$ cat config.mk
export PLATFORM = sky130hd
export DESIGN_NAME = burst_col_gen
export DESIGN_NICKNAME = d
export VERILOG_FILES = /design/src/rtl/burst_col_gen.sv
export SDC_FILE = /design/constraint.sdc
export NUM_CORES = 1
export LEC_CHECK = 0
export BUFFER_PORTS_ARGS = -buffer_cell sky130_fd_sc_hd__buf_2
export CORE_MARGIN = 2
export CORE_UTILIZATION = 35
export DETAILED_ROUTE_END_ITERATION = 10
export SLEW_MARGIN = 0
export SYNTH_ARGS = -nofsm -noshare
export SYNTH_HDL_FRONTEND = slang
export SYNTH_SLANG_ARGS = --single-unit
$ cat constraint.sdc
create_clock -name clk -period 2.5 [get_ports clk]
set_clock_uncertainty 0.05 [all_clocks]
set_input_delay 0.5 -clock clk [delete_from_list [all_inputs] [get_ports clk]]
set_output_delay 0.5 -clock clk [all_outputs]
set_load 0.05 [all_outputs]
$ cat src/rtl/burst_col_gen.sv
module burst_col_gen #(
  parameter int COL_W = 9,
  parameter int SEL_W = 2
) (
  input  logic             clk,
  input  logic             rst_n,
  input  logic             hold_n,
  input  logic             start,
  input  logic [COL_W-1:0] start_col,
  input  logic [SEL_W-1:0] blen_sel,
  input  logic             ileave,
  input  logic             stop,
  output logic [COL_W-1:0] col_out,
  output logic             col_vld,
  output logic             col_last
);
  localparam int OFS_W = (1 << SEL_W) - 1;

  logic [COL_W-1:0] base_q;
  logic [OFS_W-1:0] beat_q;
  logic [OFS_W-1:0] mask_q;
  logic             ilv_q;
  logic             vld_q;

  logic [OFS_W-1:0] len_mask;
  logic [OFS_W-1:0] base_lo;
  logic [OFS_W-1:0] seq_lo;
  logic [OFS_W-1:0] ilv_lo;
  logic [OFS_W-1:0] pick_lo;

  assign len_mask = OFS_W'((1 << blen_sel) - 1);
  assign base_lo  = base_q[OFS_W-1:0];
  assign seq_lo   = base_lo + beat_q;
  assign ilv_lo   = base_lo ^ beat_q;
  assign pick_lo  = ilv_q ? ilv_lo : seq_lo;

  assign col_out  = {base_q[COL_W-1:OFS_W], (base_lo & ~mask_q) | (pick_lo & mask_q)};
  assign col_vld  = vld_q;
  assign col_last = vld_q && (beat_q == mask_q);

  always_ff @(posedge clk or negedge rst_n) begin
    if (!rst_n) begin
      base_q <= '0;
      beat_q <= '0;
      mask_q <= '0;
      ilv_q  <= 1'b0;
      vld_q  <= 1'b0;
    end else if (hold_n) begin
      if (start) begin
        base_q <= start_col;
        beat_q <= '0;
        mask_q <= len_mask;
        ilv_q  <= ileave;
        vld_q  <= 1'b1;
      end else if (stop || col_last) begin
        vld_q  <= 1'b0;
      end else if (vld_q) begin
        beat_q <= beat_q + 1'b1;
      end
    end
  end


  start_load_chk: assert property (@(posedge clk) disable iff (!rst_n)
    (start && hold_n) |=> (col_vld && col_out == $past(start_col)));


  upper_fixed_chk: assert property (@(posedge clk) disable iff (!rst_n)
    (col_vld && !col_last && hold_n && !start && !stop)
      |=> (col_vld && col_out[COL_W-1:OFS_W] == $past(col_out[COL_W-1:OFS_W])));


  end_drop_chk: assert property (@(posedge clk) disable iff (!rst_n)
    (col_last && hold_n && !start) |=> !col_vld);


  stop_drop_chk: assert property (@(posedge clk) disable iff (!rst_n)
    (stop && hold_n && !start) |=> !col_vld);


  hold_freeze_chk: assert property (@(posedge clk) disable iff (!rst_n)
    !hold_n |=> ($stable(col_out) && $stable(col_vld) && $stable(col_last)));
endmodule

======== Word level (Yosys, flattened, before mapping) ========
Index checks and enable logic that the tools add are counted.
storage, ports and cells
  output and inout port bits .............. 11
  input port bits ......................... 17
  bits in registers ....................... 17
  word-level logic and storage cells ...... 29
operators by class
  bitwise logic cells ..................... 5
  reductions and logical operators ........ 7
  muxes and demuxes ....................... 6
  add/subtract/negate cells ............... 3
  eq/ne operators ......................... 2
  shift operators ......................... 1
operators by type and width
  cell                                                                count
  3-bit 2-to-1 mux                                                    4
  3-bit AND                                                           2
  2-bit AND reduction                                                 2
  2-bit nonzero test                                                  2
  3-bit by 1-bit adder with 3-bit output, second input constant       1
  3-bit adder                                                         1
  3-bit equality test                                                 1
  3-bit inverter                                                      1
  3-bit OR                                                            1
  3-bit AND reduction                                                 1
  1-bit by 2-bit << shifter with 3-bit output, first input constant   1
  3-bit by 2-bit subtractor with 3-bit output, second input constant  1
  3-bit XOR                                                           1
  1-bit 2-to-1 mux                                                    2
  2-bit inequality test, second input constant                        1
  1-bit logical AND                                                   1
  1-bit logical OR                                                    1

======== Longest topological paths before layout ========
Gate-level depths: netlist of the first run.
  depth in word-level cells ............... 5
  mapped depth ............................ 6
  mapped depth without buffers ............ 6

======== Worst setup path before layout of the first run ========
No wires, ideal clock.
  kind .................................... flip-flop to output port
  from .................................... reg beat_q[0]
  to ...................................... out col_out[2]
  cell stages (with the launch flop) ...... 7
  setup slack ............................. -159 ps
  required time ........................... 1950 ps
  data arrival time ....................... 2109 ps
  path buffers ............................ 0
  cells stage by stage .................... dfrtp_1 -> ha_1 -> fa_1 -> nor2b_1 -> xnor2_1 -> nand2_1 -> xnor2_1
between the ends
  longest elaborated chain between the ends .. 4
ends and longest elaborated chain
  element                 RTL line  RTL
  from (decl)             20        logic [OFS_W-1:0] beat_q;
  from (signal assigned)  58        beat_q <= beat_q + 1'b1;
  3-bit adder             33        assign seq_lo = base_lo + beat_q;
  3-bit 2-to-1 mux        35        assign pick_lo = ilv_q ? ilv_lo : seq_lo;
  3-bit AND               37        assign col_out = {base_q[COL_W-1:OFS_W], (base_lo & ~mask_q) | (pick_lo & mask_q)};
  3-bit OR                37
  to (decl)               13        output logic [COL_W-1:0] col_out,
No other way between the ends.

======== Worst setup path after layout of the first run ========
  from .................................... reg base_q[0]
  to ...................................... out col_out[2]
between the ends
  longest elaborated chain between the ends .. 4
ends and longest elaborated chain
  element                 RTL line  RTL
  from (decl)             19        logic [COL_W-1:0] base_q;
  from (signal assigned)  50        base_q <= start_col;
  3-bit adder             33
  3-bit 2-to-1 mux        35
  3-bit AND               37
  3-bit OR                37
No other way between the ends.

==> results of run 1 <==
## state kept, by name (all words and copies together) (netlist names)
name,count
base_q,9
beat_q,3
col_vld,1
ilv_q,1
mask_q,3
## cell usage after synthesis (all sizes together)
library cell,number
a211o,1
a21oi,3
a221o,2
a31oi,2
and4,1
buf,7
dfrtp,17
fa,1
ha,3
inv,3
mux2,12
mux2i,1
nand2,6
nand2b,1
nand4,1
nand4b,2
nor2,2
nor2b,2
nor3,1
nor3b,1
o211ai,1
o21ai,5
xnor2,5
## layout make-up
cell class,instances,area share (%)
clock buffer,3,1.989
clock inverter,1,0.4420
tap,30,3.315
multi-input combinational,53,41.55
sequential,17,37.68
inverter,3,0.9945
timing repair buffer,29,14.03
## through the flow
stage,power (mW),util [%]
CTS,1.019,45.20
global route,1.083,45.30
floorplan,0.7324,-
finish,1.014,45.30
detailed placement,0.8320,42.59
global placement,0.8149,42.59
## worst paths after layout
path                               from    endpoint
setup / recovery              base_q[0]  col_out[2]
hold / removal                    rst_n   beat_q[1]
setup reg to reg              beat_q[0]   beat_q[0]
hold reg to reg               base_q[7]   base_q[7]
max in group asynchronous         rst_n   beat_q[0]
min in group clk           start_col[8]   base_q[8]
## layer usage
layer | global-route usage, % | vias up | part of all wire [%]
met1 | 15.83 | 338 | 42
met5 | 0 | - | 0
met4 | 1.045 | 0 | 0
li1 | - | 329 | -
met2 | 22.96 | 21 | 50
met3 | 5.152 | 0 | 7.3
## placed cells by master (no fill, tap or decap), types with 2 or more instances in the layout
| master | n |
|---|---|
| mux2_2 | 12 |
| ha_1 | 2 |
| o21ai_0 | 5 |
| a21oi_1 | 3 |
| nor2_1 | 2 |
| buf_4 | 3 |
| clkbuf_4 | 3 |
| nand4b_1 | 2 |
| a221o_1 | 2 |
| nand2_1 | 6 |
| buf_2 | 25 |
| dfrtp_1 | 16 |
| xnor2_1 | 4 |
| inv_1 | 3 |
## worst max-delay path, delay by kind of cell (launching register included)
| kind | cells | cell delay (ns) |
|---|---|---|
| fa+ha+maj | 2 | 0.52 |
| xor+xnor | 2 | 0.26 |
| simple gates | 2 | 0.23 |
| flops | 1 | 0.44 |
| buf+inv | 1 | 0.17 |
## power breakdown
| part | switching [mW] | leakage (nW) | internal [mW] |
|---|---|---|---|
| clock | 0.0883 | 0.0177 | 0.0595 |
| combinational | 0.302 | 0.304 | 0.189 |
| sequential | 0.0475 | 0.204 | 0.327 |
| total | 0.438 | 0.526 | 0.576 |
## timing repair
action                                  CTS  global route
pin swaps                                 3             4
endpoints found under the hold margin     0             0
gates resized for setup                   8             2
endpoints found under the setup margin    2             2
setup buffers                             1             0
## kinds of logic after synthesis
| family | Yosys count | share of synthesized area, % |
|---|---|---|
| AO/OA/AOI/OAI | 14 | 10.80 |
| multiplexers | 13 | 15.65 |
| buffers and inverters | 10 | 6.612 |
| AND/OR/NAND/NOR | 17 | 10.12 |
| flip-flops | 17 | 45.88 |
| XOR/XNOR | 5 | 4.723 |
| adder cells (fa/ha/maj) | 4 | 6.208 |
==> flow_summary.json, run 1 <==
{
  "clk_pin_slew_ns": 0.10,
  "dp.cells": 131,
  "netlist_area_um2": 927.1,
  "hold_violations": 0,
  "core_area_um2": 2500,
  "clock_latency_ns": 0.29,
  "drive_above_1_share_pct": 49.06,
  "vias_per_cell": 5.059,
  "grt_max_degree": 18,
  "wl_mm": 1.852,
  "grt_usage_pct": 13.13,
  "n_antenna_cell": 0,
  "rsz0062_at_grt": "true",
  "synth_top_area_share_pct": 45.88,
  "cp_max_fo": 3,
  "yosysSeqAreaShare_pct": 45.88,
  "status": "completed",
  "io_pins": 28,
  "ant_nets": 0,
  "routabilityCongestion": 0.7571,
  "crit_slowest_cell": "dfrtp_1",
  "worst_r2r_path_depth": 5,
  "slew_viol_final": 0,
  "clock_sinks": 17,
  "dpl_worst_slack_ns": 0.1691,
  "fin_ws_ns": 0.02579,
  "setup_viol": 0,
  "finalInstanceArea_um2": 1132,
  "post_drt_wl_per_cell_um": 13.62,
  "setup_tns_ns": 0,
  "drc_errors": 0,
  "crit_chain": "ha_4, fa_2, nor2b_4, xnor2_1, nand2_1, xnor2_2, buf_6",
  "grt_pass1_wl_mm": 3.236,
  "yosys.area.top_type": "dfrtp_1",
  "htree_num_levels": 1,
  "hold_slack_ns": 0.06115,
  "syn2layout_area_growth_pct": 22.13,
  "synth_nets": 101,
  "yosys_warnings": 0,
  "period_share_pct": 98.97,
  "leakagePower_nw": 0.5262,
  "r2r_slack_ns": 0.78,
  "regArea_um2": 426.7,
  "dr_total_vias": 688,
  "synth.area.top_cells": "dfrtp_1 (46%), mux2_2 (15%), buf_4 (4.9%)",
  "hp-class": "input port to async pin",
  "antenna_found_initial": 0,
  "grt_pass1_vias": 735,
  "floorplan.die_area_um2": 3077,
  "ys_ff_latch": 17,
  "start_util_pct": 37.09,
  "syn-instance-count": 80,
  "portBuffers": 27,
  "cts_max_path_buffers": 2,
  "numCtsBuffers": 3,
  "cts_root_buf": "clkbuf_4",
  "grt_overflow_total": 0,
  "die_x_um": 55.47,
  "postPlaceCellArea_um2": 1065,
  "tightest_slew_ns": 0.6065,
  "fmaxAchievable_mhz": 404.2,
  "die_h_um": 55.47,
  "dr.first_iter.drc_count": 11,
  "drv_cap": 0,
  "peakVddDrop_mv": 0.4338,
  "powerDensity_nw_per_um2": 895.5,
  "dp.final_hpwl_mm": 1.420,
  "cts_tree": "done",
  "yosysUniqueCellTypes": 25,
  "arrival_ns": 1.92,
  "nNetsFinal": 128,
  "cts_hold_buf": 0,
  "rows": 18,
  "instances_no_fill": 136,
  "drtPass1Iterations": 3,
  "worstSetupPathType": "flip-flop to output port",
  "postSynthAreaPerCell_um2": 11.59,
  "crit_required_ns": 1.95,
  "fill_cells": 241,
  "max_stage_delay_ns": 0.44,
  "crit_path_start_kind": "flip-flop",
  "multi_input_area_um2": 470.5,
  "max_slew_margin_pct": 59.47,
  "layout_min_cycle_time_ns": 2.474,
  "worstSetupEndpointType": "output port"
}
Power figures use the tool's default switching activity.
==> run 2: changes to the inputs <==
Settings changed: SETUP_SLACK_MARGIN from default to 0.2.
==> flow_summary.json, run 2 (same netlist as run 1, synthesis figures left out) <==
{
  "clock_sinks": 17,
  "fmaxAchievable_mhz": 412.5,
  "peakVddDrop_mv": 0.4853,
  "ant_nets": 0,
  "crit_path_start_kind": "flip-flop",
  "regArea_um2": 425.4,
  "leakagePower_nw": 0.5357,
  "hold_slack_ns": 0.06874,
  "core_area_um2": 2500,
  "drc_errors": 0,
  "worstSetupEndpointType": "output port",
  "fill_cells": 241,
  "rows": 18,
  "vias_per_cell": 5.088,
  "finalPower_mw": 1.032,
  "crit_required_ns": 1.95,
  "clk_pin_slew_ns": 0.09,
  "arrival_ns": 1.87,
  "cts_tree": "done",
  "nNetsFinal": 129,
  "drive_above_1_share_pct": 49.53,
  "instances_no_fill": 137,
  "grt_usage_pct": 13.07,
  "portBuffers": 27,
  "syn2layout_area_growth_pct": 24.70,
  "grt_pass1_wl_mm": 3.215,
  "final_cell_mix": "buf_2 (24), dfrtp_1 (17), mux2_2 (12)",
  "drv_cap": 0,
  "start_util_pct": 37.09,
  "grt_overflow_total": 0,
  "clock_latency_ns": 0.28,
  "die_x_um": 55.47,
  "multi_input_area_um2": 483.0,
  "layout_min_cycle_time_ns": 2.424,
  "htree_num_levels": 1,
  "antenna_found_initial": 0,
  "cts_root_buf": "clkbuf_4",
  "hp-class": "input port to async pin",
  "dr.first_iter.drc_count": 10,
  "grt_max_degree": 18,
  "wl_mm": 1.851,
  "cts_hold_buf": 0,
  "layout_commonest_cell": "buf_2",
  "dp.cells": 130,
  "cp_max_fo": 2,
  "drtPass1Iterations": 4,
  "dr_total_vias": 697,
  "post_drt_wl_per_cell_um": 13.51,
  "slew_viol_final": 0,
  "top_register": "base_q",
  "dp.final_hpwl_mm": 1.401,
  "finalInstanceArea_um2": 1156,
  "postPlaceCellArea_um2": 1061,
  "largest_register_ffs": 9,
  "rsz0062_at_grt": "true",
  "worstSetupPathType": "flip-flop to output port",
  "hold_violations": 0,
  "status": "completed",
  "powerDensity_nw_per_um2": 892.3,
  "grt_pass1_vias": 700,
  "routabilityCongestion": 0.7823,
  "period_share_pct": 96.97,
  "top_regs": "base_q x9, beat_q x3, mask_q x3",
  "numCtsBuffers": 3,
  "tightest_slew_ns": 0.5898,
  "setup_viol": 0,
  "io_pins": 28,
  "max_slew_margin_pct": 60.59,
  "cts_max_path_buffers": 2,
  "n_antenna_cell": 0,
  "dpl_worst_slack_ns": 0.1989,
  "floorplan.die_area_um2": 3077,
  "fin_ws_ns": 0.07569,
  "die_h_um": 55.47
}
[run 2: metal layers]
layer | GRT usage [%] | wire [µm] | vias to the layer above
met5 | 0 | 0 | -
met4 | 2.091 | 18 | 0
met3 | 4.684 | 127 | 4
met2 | 20.24 | 884 | 26
met1 | 17.87 | 821 | 331
li1 | - | - | 336
[run 2: area by class of cell]
class,count,share of cell area [%]
Inverter,3,0.9740
Tap cell,30,3.247
Multi-Input combinational cell,53,41.77
Timing Repair Buffer,30,14.94
Sequential cell,17,36.80
Clock buffer,4,2.273
[run 2: path summary, 6_finish.rpt]
check	start	endpoint	slack, ns	depth (start not counted)
hold reg to reg	base_q[3]	base_q[3]	0.46	1
hold / removal	rst_n	base_q[2]	0.07	1
setup / recovery	beat_q[0]	col_out[2]	0.08	7
max in group asynchronous	rst_n	mask_q[1]	2.06	1
setup reg to reg	beat_q[0]	beat_q[1]	0.72	6
min in group clk	start_col[2]	base_q[2]	0.39	2
[run 2: metrics by stage]
stage | TNS, ns | utilization, %
final | 0 | 46.25
after global routing | -0.01903 | 46.25
after CTS | 0 | 45.10
after detailed placement | 0 | 42.44
after global placement | 0 | 42.44
after floorplan | 0 | -
[run 2: worst max-delay path: stages (launching register included)]
cell	delay [ns]
dfrtp_1	0.40
ha_2	0.18
fa_2	0.32
nor2b_4	0.13
xnor2_1	0.13
nand2_1	0.11
xnor2_2	0.15
buf_6	0.17
[run 2: power breakdown]
group | total [mW] | switching [mW] | internal, mW
Combinational | 0.508 | 0.300 | 0.207
Sequential | 0.384 | 0.0580 | 0.326
Clock | 0.140 | 0.0785 | 0.0619
Total | 1.03 | 0.437 | 0.595
[run 2: timing repair]
| item | 4_1_cts | 5_1_grt |
|---|---|---|
| buffers inserted | 2 | 1 |
| gates resized for setup | 8 | 3 |
| endpoints found under the hold margin | 0 | 0 |
| pin swaps | 4 | 3 |
| gates cloned | 0 | 0 |
| endpoints found under the setup margin | 2 | 3 |
==> run 3: changes to the inputs <==
Settings changed: CORE_MARGIN 2 to default.
==> flow_summary.json, run 3 (same netlist as run 1, synthesis figures left out) <==
{
  "status": "completed",
  "fill_cells": 236,
  "tightest_slew_ns": 0.5909,
  "grt_usage_pct": 13.75,
  "cts_root_buf": "clkbuf_4",
  "vias_per_cell": 4.876,
  "post_drt_wl_per_cell_um": 12.82,
  "leakagePower_nw": 0.5343,
  "peakVddDrop_mv": 0.4812,
  "crit_slowest_cell": "dfrtp_1",
  "largest_register_ffs": 9,
  "wl_mm": 1.756,
  "drc_errors": 0,
  "drv_cap": 0,
  "drtPass1Iterations": 2,
  "slew_viol_final": 0,
  "final_util_pct": 45.80,
  "max_slew_margin_pct": 60.51,
  "start_util_pct": 37.09,
  "critPathTopFamily": "adder cells",
  "hold_violations": 0,
  "nNetsFinal": 129,
  "use_met1_pct": 17.64,
  "final_cell_mix": "buf_2 (24), dfrtp_1 (17), mux2_2 (12)",
  "cts_hold_buf": 0,
  "grt_busiest_layer": "met2",
  "crit_start": "beat_q[0]",
  "numCtsBuffers": 3,
  "portBuffers": 27,
  "crit_path_start_kind": "flip-flop",
  "cts_tree": "done",
  "syn2layout_area_growth_pct": 23.48,
  "fmaxAchievable_mhz": 414.1,
  "core_area_um2": 2500,
  "htree_num_levels": 1,
  "regArea_um2": 425.4,
  "dp.final_hpwl_mm": 1.314,
  "r2r_slack_ns": 0.75,
  "routabilityCongestion": 0.8153,
  "floorplan.die_area_um2": 2859,
  "io_pins": 28,
  "clk_pin_slew_ns": 0.10,
  "drive_above_1_share_pct": 49.53,
  "worstSetupPathType": "flip-flop to output port",
  "clock_latency_ns": 0.28,
  "setup_viol": 0,
  "max_stage_delay_ns": 0.40,
  "cts_max_path_buffers": 2,
  "rsz0062_at_grt": "true",
  "clock_sinks": 17,
  "worstSetupEndpointType": "output port",
  "hp-class": "input port to async pin",
  "grt_overflow_total": 0,
  "crit_required_ns": 1.95,
  "die_h_um": 53.47,
  "arrival_ns": 1.86,
  "crit_chain": "ha_2, fa_2, nor2b_4, xnor2_1, nand2_1, xnor2_2, buf_6",
  "use_met3_pct": 3.448,
  "reg2reg_from": "beat_q[0]",
  "use_met2_pct": 21.88,
  "rows": 18,
  "cp.depth": 7,
  "regToRegEndpoint": "beat_q[1]",
  "grt_pass1_wl_mm": 2.753,
  "period_share_pct": 96.59,
  "layout_min_cycle_time_ns": 2.415,
  "dr.first_iter.drc_count": 7,
  "powerDensity_nw_per_um2": 884.3,
  "path_buf_inv": 1,
  "antenna_found_initial": 0,
  "critPathCapture": "col_out[2]",
  "dr_total_vias": 668,
  "top_regs": "base_q x9, beat_q x3, mask_q x3",
  "multi_input_area_um2": 471.7,
  "setup_tns_ns": 0,
  "cp_max_fo": 2,
  "grt_max_degree": 18,
  "n_antenna_cell": 0,
  "layout_commonest_cell": "buf_2",
  "grt_pass1_vias": 633,
  "die_x_um": 53.47,
  "worst_r2r_path_depth": 6,
  "top_register": "base_q",
  "ant_nets": 0
}
-- run 3: cell counts in the layout (fill, tap and decap cells not counted) --
No cell type changed its count.
-- run 3: worst register-to-register path, cell delays in order, from the launching register on --
cell	delay, ns
dfrtp_1	0.40
buf_4	0.13
buf_4	0.14
ha_1	0.32
nand4b_1	0.12
o21ai_0	0.09
a221o_1	0.38
-- run 3: worst min-delay path by stage --
stage	startpoint	endpoint	slack [ns]	cells after the start
global route	rst_n	base_q[4]	0.08	1
finish	rst_n	beat_q[2]	0.07	1
floorplan	rst_n	base_q[0]	0.15	0
detailed placement	rst_n	base_q[4]	0.40	1
CTS	rst_n	base_q[4]	0.08	1
global placement	rst_n	base_q[4]	0.39	1
-- run 3: what timing repair did --
| item | in CTS | in global routing |
|---|---|---|
| pin swaps | 4 | 2 |
| resized for setup | 8 | 2 |
| buffers inserted | 2 | 1 |
| endpoints found under the setup margin | 2 | 3 |
-- run 3: cell type report --
type / instances / area share, %
Clock buffer: 4 / 2.295
Timing Repair Buffer: 30 / 15.08
Tap cell: 30 / 3.279
Inverter: 3 / 0.9836
Sequential cell: 17 / 37.16
Multi-Input combinational cell: 53 / 41.20
-- run 3: per-stage QoR --
| stage | std cells | hold slack [ns] | cell area (µm²) | setup WS (ns) | total power [mW] |
|---|---|---|---|---|---|
| 4_1_cts | 136 | 0.07979 | 1127 | 0.02117 | 1.006 |
| 2_1_floorplan | 80 | 0.1544 | 938.4 | 0.1407 | 0.7378 |
| 3_5_place_dp | 130 | 0.3990 | 1061 | 0.2069 | 0.8183 |
| 6_report | 137 | 0.07194 | 1145 | 0.08516 | 1.012 |
| 5_1_grt | 137 | 0.07971 | 1145 | -0.01954 | 1.078 |
| 3_3_place_gp | 130 | 0.3943 | 1061 | 0.2089 | 0.8090 |
-- run 3: per-layer routing --
layer,vias up,wire length (µm)
li1,331,-
met1,320,818
met2,17,856
met3,0,80
met4,0,0
met5,-,0
-- run 3: where the power goes --
part           internal, mW  switching [mW]  leakage [nW]  total, mW
logic                 0.196           0.290         0.314      0.487
registers             0.326          0.0555         0.206      0.381
clock network        0.0619          0.0827        0.0150      0.145
total                 0.584           0.428         0.534       1.01
